### src/rtl/h2s_pkg.sv
package h2s_pkg;
  localparam int H_EXP    = 5;
  localparam int H_FRAC   = 10;
  localparam int S_EXP    = 8;
  localparam int S_FRAC   = 23;
  localparam int H_W      = 1 + H_EXP + H_FRAC;
  localparam int S_W      = 1 + S_EXP + S_FRAC;
  localparam int WORD_W   = 2 * H_W;
  localparam int FRAC_PAD = S_FRAC - H_FRAC;
  localparam int H_BIAS   = (1 << (H_EXP - 1)) - 1;
  localparam int S_BIAS   = (1 << (S_EXP - 1)) - 1;
  localparam int BIAS_GAP = S_BIAS - H_BIAS;
  localparam int LZ_W     = $clog2(H_FRAC + 1);

  typedef struct packed {
    logic              sgn;
    logic [H_EXP-1:0]  ex;
    logic [H_FRAC-1:0] fr;
  } half_t;

  typedef struct packed {
    logic              sgn;
    logic [S_EXP-1:0]  ex;
    logic [S_FRAC-1:0] fr;
  } single_t;
endpackage

### src/rtl/h2s_pick.sv
module h2s_pick
  import h2s_pkg::*;
(
  input  logic [WORD_W-1:0] word_i,
  input  logic              sel_hi,
  output half_t             half_o
);
  always_comb begin
    if (sel_hi) half_o = half_t'(word_i[WORD_W-1:H_W]);
    else        half_o = half_t'(word_i[H_W-1:0]);
  end
endmodule

### src/rtl/h2s_lzc.sv
module h2s_lzc #(
  parameter int W  = 10,
  parameter int CW = $clog2(W + 1)
) (
  input  logic [W-1:0]  vec_i,
  output logic [CW-1:0] cnt_o
);
  always_comb begin
    cnt_o = CW'(W);
    for (int i = 0; i < W; i++) begin
      if (vec_i[i]) cnt_o = CW'(W - 1 - i);
    end
  end

  logic [W-1:0] lead_chk;
  assign lead_chk = vec_i << cnt_o;

  // After shifting by the count, the leading one must sit at the top
  always_comb begin
    if (vec_i != '0)
      assert_lzc_lead_R4: assert (lead_chk[W-1]);
  end
endmodule

### src/rtl/h2s_expand.sv
module h2s_expand
  import h2s_pkg::*;
(
  input  half_t   half_i,
  input  logic    alt_i,
  input  logic    dn_i,
  output single_t sgl_o,
  output logic    inv_o
);
  logic             exp_zero, exp_top, frac_nz;
  logic [LZ_W-1:0]  lz;
  logic [H_FRAC-1:0] sub_fr;

  assign exp_zero = (half_i.ex == '0);
  assign exp_top  = (&half_i.ex);
  assign frac_nz  = (|half_i.fr);

  h2s_lzc #(.W(H_FRAC), .CW(LZ_W)) u_lzc (
    .vec_i (half_i.fr),
    .cnt_o (lz)
  );

  // Shift past the leading one so the hidden bit falls off the top
  assign sub_fr = half_i.fr << (lz + 1);

  always_comb begin
    sgl_o.sgn = half_i.sgn;
    sgl_o.ex  = S_EXP'(half_i.ex) + S_EXP'(BIAS_GAP);
    sgl_o.fr  = {half_i.fr, {FRAC_PAD{1'b0}}};
    inv_o     = 1'b0;
    if (exp_zero) begin
      if (!frac_nz) begin
        sgl_o.ex = '0;
      end else begin
        sgl_o.ex = S_EXP'(BIAS_GAP) - S_EXP'(lz);
        sgl_o.fr = {sub_fr, {FRAC_PAD{1'b0}}};
      end
    end else if (exp_top && !alt_i) begin
      sgl_o.ex = '1;
      if (frac_nz) begin
        if (!half_i.fr[H_FRAC-1]) inv_o = 1'b1;
        sgl_o.fr[S_FRAC-1] = 1'b1;
        if (dn_i) begin
          sgl_o.fr[S_FRAC-2:0] = '0;
          sgl_o.sgn = 1'b0;
        end
      end
    end
  end

  // The flag only accompanies a quiet NaN result built outside alt mode
  always_comb begin
    if (inv_o)
      assert_inv_nan_R6: assert (sgl_o.ex == '1 && !alt_i && sgl_o.fr[S_FRAC-1]);
  end

  // Subnormal results stay inside the normal exponent window
  always_comb begin
    if (exp_zero && frac_nz)
      assert_sub_range_R4: assert (sgl_o.ex <= S_EXP'(BIAS_GAP) &&
                                   sgl_o.ex >= S_EXP'(BIAS_GAP - H_FRAC + 1));
  end
endmodule

### src/rtl/h2s_widen.sv
module h2s_widen
  import h2s_pkg::*;
(
  input  logic        clk,
  input  logic        rst,
  input  logic [31:0] src_word,
  input  logic        sel_upper,
  input  logic        alt_half,
  input  logic        dflt_nan,
  output logic [31:0] result_o,
  output logic        invalid_o
);
  half_t   half_sel;
  single_t sgl_c;
  logic    inv_c;

  h2s_pick u_pick (
    .word_i (src_word),
    .sel_hi (sel_upper),
    .half_o (half_sel)
  );

  h2s_expand u_expand (
    .half_i (half_sel),
    .alt_i  (alt_half),
    .dn_i   (dflt_nan),
    .sgl_o  (sgl_c),
    .inv_o  (inv_c)
  );

  always_ff @(posedge clk) begin
    if (rst) begin
      result_o  <= '0;
      invalid_o <= 1'b0;
    end else begin
      result_o  <= sgl_c;
      invalid_o <= inv_c;
    end
  end

  assert_inf_noflag_R5: assert property (@(posedge clk) disable iff (rst)
    (result_o[30:0] == 31'h7F80_0000) |-> !invalid_o);

  assert_alt_noflag_R8: assert property (@(posedge clk) disable iff (rst)
    $past(alt_half) |-> !invalid_o);

  assert_dn_canon_R7: assert property (@(posedge clk) disable iff (rst)
    ($past(dflt_nan) && result_o[30:23] == 8'hFF && result_o[22:0] != '0)
    |-> (result_o == 32'h7FC0_0000));
endmodule

### config.mk
export PLATFORM = sky130hd
export DESIGN_NAME = h2s_widen
export DESIGN_NICKNAME = d
export VERILOG_FILES = /design/src/rtl/h2s_pkg.sv /design/src/rtl/h2s_pick.sv /design/src/rtl/h2s_lzc.sv /design/src/rtl/h2s_expand.sv /design/src/rtl/h2s_widen.sv
export SDC_FILE = /design/constraint.sdc
export NUM_CORES = 1
export LEC_CHECK = 0
export ABC_CLOCK_PERIOD_IN_PS = 3300
export BUFFER_PORTS_ARGS = -buffer_cell sky130_fd_sc_hd__buf_2
export CAP_MARGIN = 30
export CORE_MARGIN = 10
export CORE_UTILIZATION = 49
export CTS_CLUSTER_DIAMETER = 120
export DETAILED_ROUTE_END_ITERATION = 10
export GPL_ROUTABILITY_DRIVEN = 0
export PLACE_DENSITY = 0.81
export SLEW_MARGIN = 20
export SYNTH_ARGS = -nofsm -noshare
export SYNTH_HDL_FRONTEND = slang
export SYNTH_SLANG_ARGS = --single-unit
### constraint.sdc
create_clock -name clk -period 3.3 [get_ports clk]
set_input_delay 0.33 -clock clk [delete_from_list [all_inputs] [get_ports clk]]
set_output_delay 0.33 -clock clk [all_outputs]
set_load 0.02 [all_outputs]
# Yosys cells after proc, flatten, opt, wreduce, memory -nomap -nowiden
# Cells that the tools add are included.
# classes
n_mul	0
order_cmp	0
bitwise_logic	2
shifts	1
mux	21
eq_ne	0
div	0
n_reduce_logical	6
n_addsub	3
# op_table
cell	count
23-bit 2-to-1 mux	2
4-bit 2-to-1 mux	9
32-bit 2-to-1 mux	1
10-bit by 32-bit left shift with 10-bit output	1
31-bit 2-to-1 mux	1
22-bit 2-to-1 mux	1
16-bit 2-to-1 mux	1
10-bit OR reduction	1
5-bit by 7-bit adder with 8-bit output (second input constant)	1
8-bit 2-to-1 mux	1
7-bit by 4-bit subtractor with 8-bit output (first input constant)	1
4-bit by 1-bit adder with 5-bit output (second input constant)	1
5-bit zero test	1
5-bit AND reduction	1
1-bit 2-to-1 mux	4
4-bit OR reduction	1
2-bit 2-to-1 mux	1
1-bit NOT	2
1-bit logical AND	1
1-bit zero test	1
# totals
mem_bits_ro	0
out_inout_bits	33
latch_bits	0
mem_count	0
reg_bits	33
mem_bits_rw	0
input_bits	37
wordCells	35

# Depth between registers and ports, before layout
# depth
word_depth	15
depth_mapped	15
ltp_nobuf	11

# By module
# From an unflattened synthesis, not the netlist that was laid out.
# unflattened
hier_cells	221
hier_area_um2	2105.8
# by_module_without_submodules
mod	n_inst	cells_each	area_each_um2	seq_area_each_um2
h2s_widen	1	69	889.6	660.6
h2s_expand	1	117	869.6	0.0
h2s_pick	1	18	249.0	0.0
h2s_lzc	1	17	97.6	0.0

# Least setup slack after synthesis
# Ideal clock, no wire load.
# synth_path
path_type	input to register
from	in sel_upper
to	reg result_o[20]
t_arrival_ns	2.870
cell_stages	14
n_path_buf	6
path_slack_ns	0.372
required_time_ns	3.243
setup_time_ns	0.057
cell_sequence	buf_6 buf_4 buf_6 buf_2 a21o_1 a21oi_1 o2bb2a_1 inv_1 ha_1 clkbuf_1 clkbuf_1 mux4_2 a211oi_1 a21o_1
# synth_between
elab_chain_cells	15
elab_cells_between_ends	22
classes_between	add/sub: 1; shift: 1; mux: 16; reduce/logical: 4
# synth_lines
item	line_no	source
start, declared	h2s_widen.sv:7	input logic sel_upper,
16-bit 2-to-1 mux *	h2s_pick.sv:9	if (sel_hi) half_o = half_t'(word_i[WORD_W-1:H_W]);
2-bit 2-to-1 mux	h2s_lzc.sv:11	if (vec_i[i]) cnt_o = CW'(W - 1 - i);
4-bit 2-to-1 mux (9 in series)	h2s_lzc.sv:11	
4-bit by 1-bit adder with 5-bit output	h2s_expand.sv:24	assign sub_fr = half_i.fr << (lz + 1);
10-bit by 32-bit left shift with 10-bit output	h2s_expand.sv:24	
23-bit 2-to-1 mux	h2s_expand.sv:32	if (!frac_nz) begin
31-bit 2-to-1 mux *	h2s_expand.sv:31	if (exp_zero) begin
end signal, assigned	h2s_widen.sv:36	result_o <= sgl_c;
end, declared	h2s_widen.sv:10	output logic [31:0] result_o,
# Every way passes the cells marked *; elsewhere a longest branch is shown, timed or not.
# A chain may end at the register's enable or synchronous reset.

# Worst setup path in the final report
# layout_path
from	in sel_upper
to	reg result_o[13]
# Same word-level chain as after synthesis.

==> impl_metrics.csv <==
group,metric,value,unit
global_route,grt_max_degree,25,
route,via_per_inst,5.65,
setup_path,start_kind,"input port",
finish,filler_cell_count,329,
route,post_drt_wl_per_cell,15.5,µm
timing,finalCriticalPeriod,2.72,ns
logic_synthesis,ys.warnings.count,0,
placement,io_buffers,56,
timing,setup_viol,0,
floorplan,core_area,3390,µm²
finish,area_growth,15.8,%
clock_network,ctsResizeCount,0,
logic_synthesis,synth-async-reset-ratio,0,%
timing,slew_headroom,56.2,%
power_and_ir_drop,p_per_area,324,nW/µm²
finish,antenna_cells,0,
route,route.final.wire_length,5.05,mm
setup_path,cp.arrival,2.96,ns
logic_synthesis,synthCells,227,
setup_path,crit_path_end_kind,"flip-flop",
finish,num-nets-final,319,
floorplan,rows,21,
logic_synthesis,ys.flop_type,"dfxtp_1",
clock_network,clockBufferDepth,2,
route,remaining_drc_errors,0,
global_route,grt_usage,15.5,%
timing,slew_viol_final,0,
logic_synthesis,synth_top_area_share,21.9,%
global_route,grtUsageMet1,17.4,%
logic_synthesis,ys_types,57,
floorplan,die_x,79.6,µm
logic_synthesis,synth.most_common_cell,"nor2_1",
clock_network,cts_setup_buffers,0,
placement,pre_cts_slack,0.304,ns
global_route,use_met2,26.1,%
finish,drive_gt1_share,26.5,%
timing,hold_viol,0,
route,vias,1835,
clock_network,cts_tree,"done",
setup_path,crit_top_cell,"buf_4",
global_route,grt_pass1_vias,1828,
floorplan,dieArea,6340,µm²
logic_synthesis,syn_area_per_cell,7.67,µm²
timing,rsz0062_at_grt,"no",
power_and_ir_drop,vdd_drop_max,0.000130,V
global_route,grt_pass1_wl,8.18,mm
global_route,top_usage_layer,"met2",
outcome,status,"finished, final reports clean",
floorplan,ioPinCount,70,
job,drv_cap,0,
logic_synthesis,syn_area,1740,µm²
global_route,grtUsageMet3,5.63,%
route,postRouteAntennaNets,0,
clock_network,hold_buffers,0,
global_route,grt_overflow_total,0,
logic_synthesis,synth_top_cells_by_count,"nor2_1 (29), dfxtp_1 (19), a21oi_1 (17), nand2_1 (17), buf_4 (16)",
placement,detailed_place_hpwl,4.10,mm
route,first_pass_iters,5,
global_route,antenna_found_initial,0,
timing,layout_setup_ws,0.580,ns
route,drt_iter0_drc,181,
floorplan,start_util,51.3,%
timing,post-route-period-util,82.4,%
setup_path,critPathSlowestCell,"or4_1",
logic_synthesis,synth_top_area_cell,"dfxtp_1",
timing,setup_tns,0,ns
timing,worst_slew_pin_slew,0.639,ns
setup_path,crit_type,"input port to flip-flop",
setup_path,max_stage_delay,0.42,ns
clock_network,cts_sinks,19,
setup_path,crit_path_cell_trace,"buf_2, buf_4, or3b_1, o221ai_1, a31o_1, nand2_1, buf_4, ha_1, xnor2_1, or3_4, or4_1, a21oi_1",
power_and_ir_drop,p_leak,0.923,nW
clock_network,cts_buffers,3,
logic_synthesis,synth_edf_count,0,
clock_network,cts.clk_slew.worst_paths,0.10,ns
clock_network,root_buffer,"clkbuf_4",
logic_synthesis,synth-seq-cells,19,
setup_path,critPathRequiredTime,3.54,ns
logic_synthesis,synth.yosys.seq_area_share,21.9,%
logic_synthesis,synth_area_leaders,"dfxtp_1 (22%), mux2i_1 (7.5%), buf_4 (6.9%)",
hold_path,hp-class,"input port to flip-flop",
clock_network,htree_levels,1,
setup_path,path_max_fanout,24,
timing,fmax,368,MHz
floorplan,die_y,79.6,µm
-- area by class of cell --
| type | count | area (µm²) | area share, % |
|---|---|---|---|
| clock inverter | 1 | 5.00 | 0.248 |
| timing repair buffer | 61 | 318 | 15.8 |
| multi-input combinational | 191 | 1220 | 60.4 |
| clock buffer | 3 | 22.5 | 1.12 |
| sequential | 19 | 380 | 18.9 |
| inverter | 4 | 15.0 | 0.745 |
| tap | 46 | 57.6 | 2.86 |
-- path summary, 6_finish.rpt --
path | start | end | slack (ns) | cells past startpoint
worst min-delay path | src_word[15] | result_o[31]$_SDFF_PP0_ | 0.27 | 3
worst max-delay path | sel_upper | result_o[13]$_SDFF_PP0_ | 0.58 | 12
-- metrics by stage --
step                      cells  utilization, %  hold WS [ns]  total power, mW  area [µm²]
after CTS                   325            59.5         0.283            0.645        2020
after floorplan             239               -         0.474            0.465        1790
after detailed placement    321            58.7         0.589            0.535        1990
after global routing        325            59.5         0.282            0.693        2020
final                       325            59.5         0.273            0.653        2020
after global placement      321            58.7         0.570            0.532        1990
-- flip-flops by register name (all words and copies together) (netlist names) --
signal / count
result_o: 18
invalid_o: 1
-- routing by layer --
| metal | wire length, µm | vias to the layer above | share of wire, % |
|---|---|---|---|
| met5 | 0 | - | 0 |
| met4 | 119 | 0 | 2.4 |
| met3 | 478 | 15 | 9.5 |
| met2 | 2380 | 96 | 47 |
| met1 | 2070 | 810 | 41 |
| li1 | - | 914 | - |
-- power breakdown --
| part | internal [mW] | leakage, nW | total (mW) | switching (mW) |
|---|---|---|---|---|
| Sequential | 0.245 | 0.158 | 0.248 | 0.00306 |
| Combinational | 0.109 | 0.747 | 0.288 | 0.179 |
| Clock | 0.0454 | 0.0177 | 0.116 | 0.0711 |
| Total | 0.400 | 0.923 | 0.653 | 0.253 |
-- worst max-delay path, delay by kind of cell --
| kind | cells | cell delay, ns |
|---|---|---|
| fa+ha+maj | 1 | 0.23 |
| xor+xnor | 1 | 0.15 |
| compound gates | 3 | 0.44 |
| simple gates | 4 | 1.27 |
| buf+inv | 3 | 0.53 |
-- cells by family after synthesis --
group	share of synthesized area, %
simple gates	26.1
compound gates	26.7
buf+inv	10.8
flops	21.9
mux	11.4
xor+xnor	1.51
fa+ha+maj	1.44
other cells	0.215
-- layout by cell type (no fill, tap or decap), types with 2 or more instances in the layout --
cell | synthesis | layout
nand3_1 | 6 | 6
xor2_1 | 2 | 2
dfxtp_1 | 19 | 19
o21ai_0 | 10 | 10
o32ai_1 | 2 | 2
ha_1 | 2 | 2
conb_1 | 1 | 13
a22oi_1 | 3 | 3
or3_1 | 3 | 3
clkbuf_4 | 0 | 3
nand4_1 | 2 | 2
a311oi_1 | 3 | 3
nand3b_1 | 2 | 2
or2_1 | 3 | 3
or3b_1 | 2 | 2
nor3b_1 | 2 | 2
a211oi_1 | 4 | 4
o211ai_1 | 2 | 2
mux2_2 | 4 | 4
mux2i_1 | 13 | 13
nor4_1 | 2 | 2
inv_1 | 3 | 3
a21oi_1 | 17 | 17
and3_1 | 2 | 2
buf_4 | 16 | 5
nor2_1 | 29 | 29
nor2b_1 | 5 | 5
nor3_1 | 9 | 9
a221o_1 | 2 | 2
a21o_1 | 4 | 4
nand2_1 | 17 | 17
nand2b_1 | 4 | 4
buf_2 | 3 | 56
(Power assumes the default switching activity.)
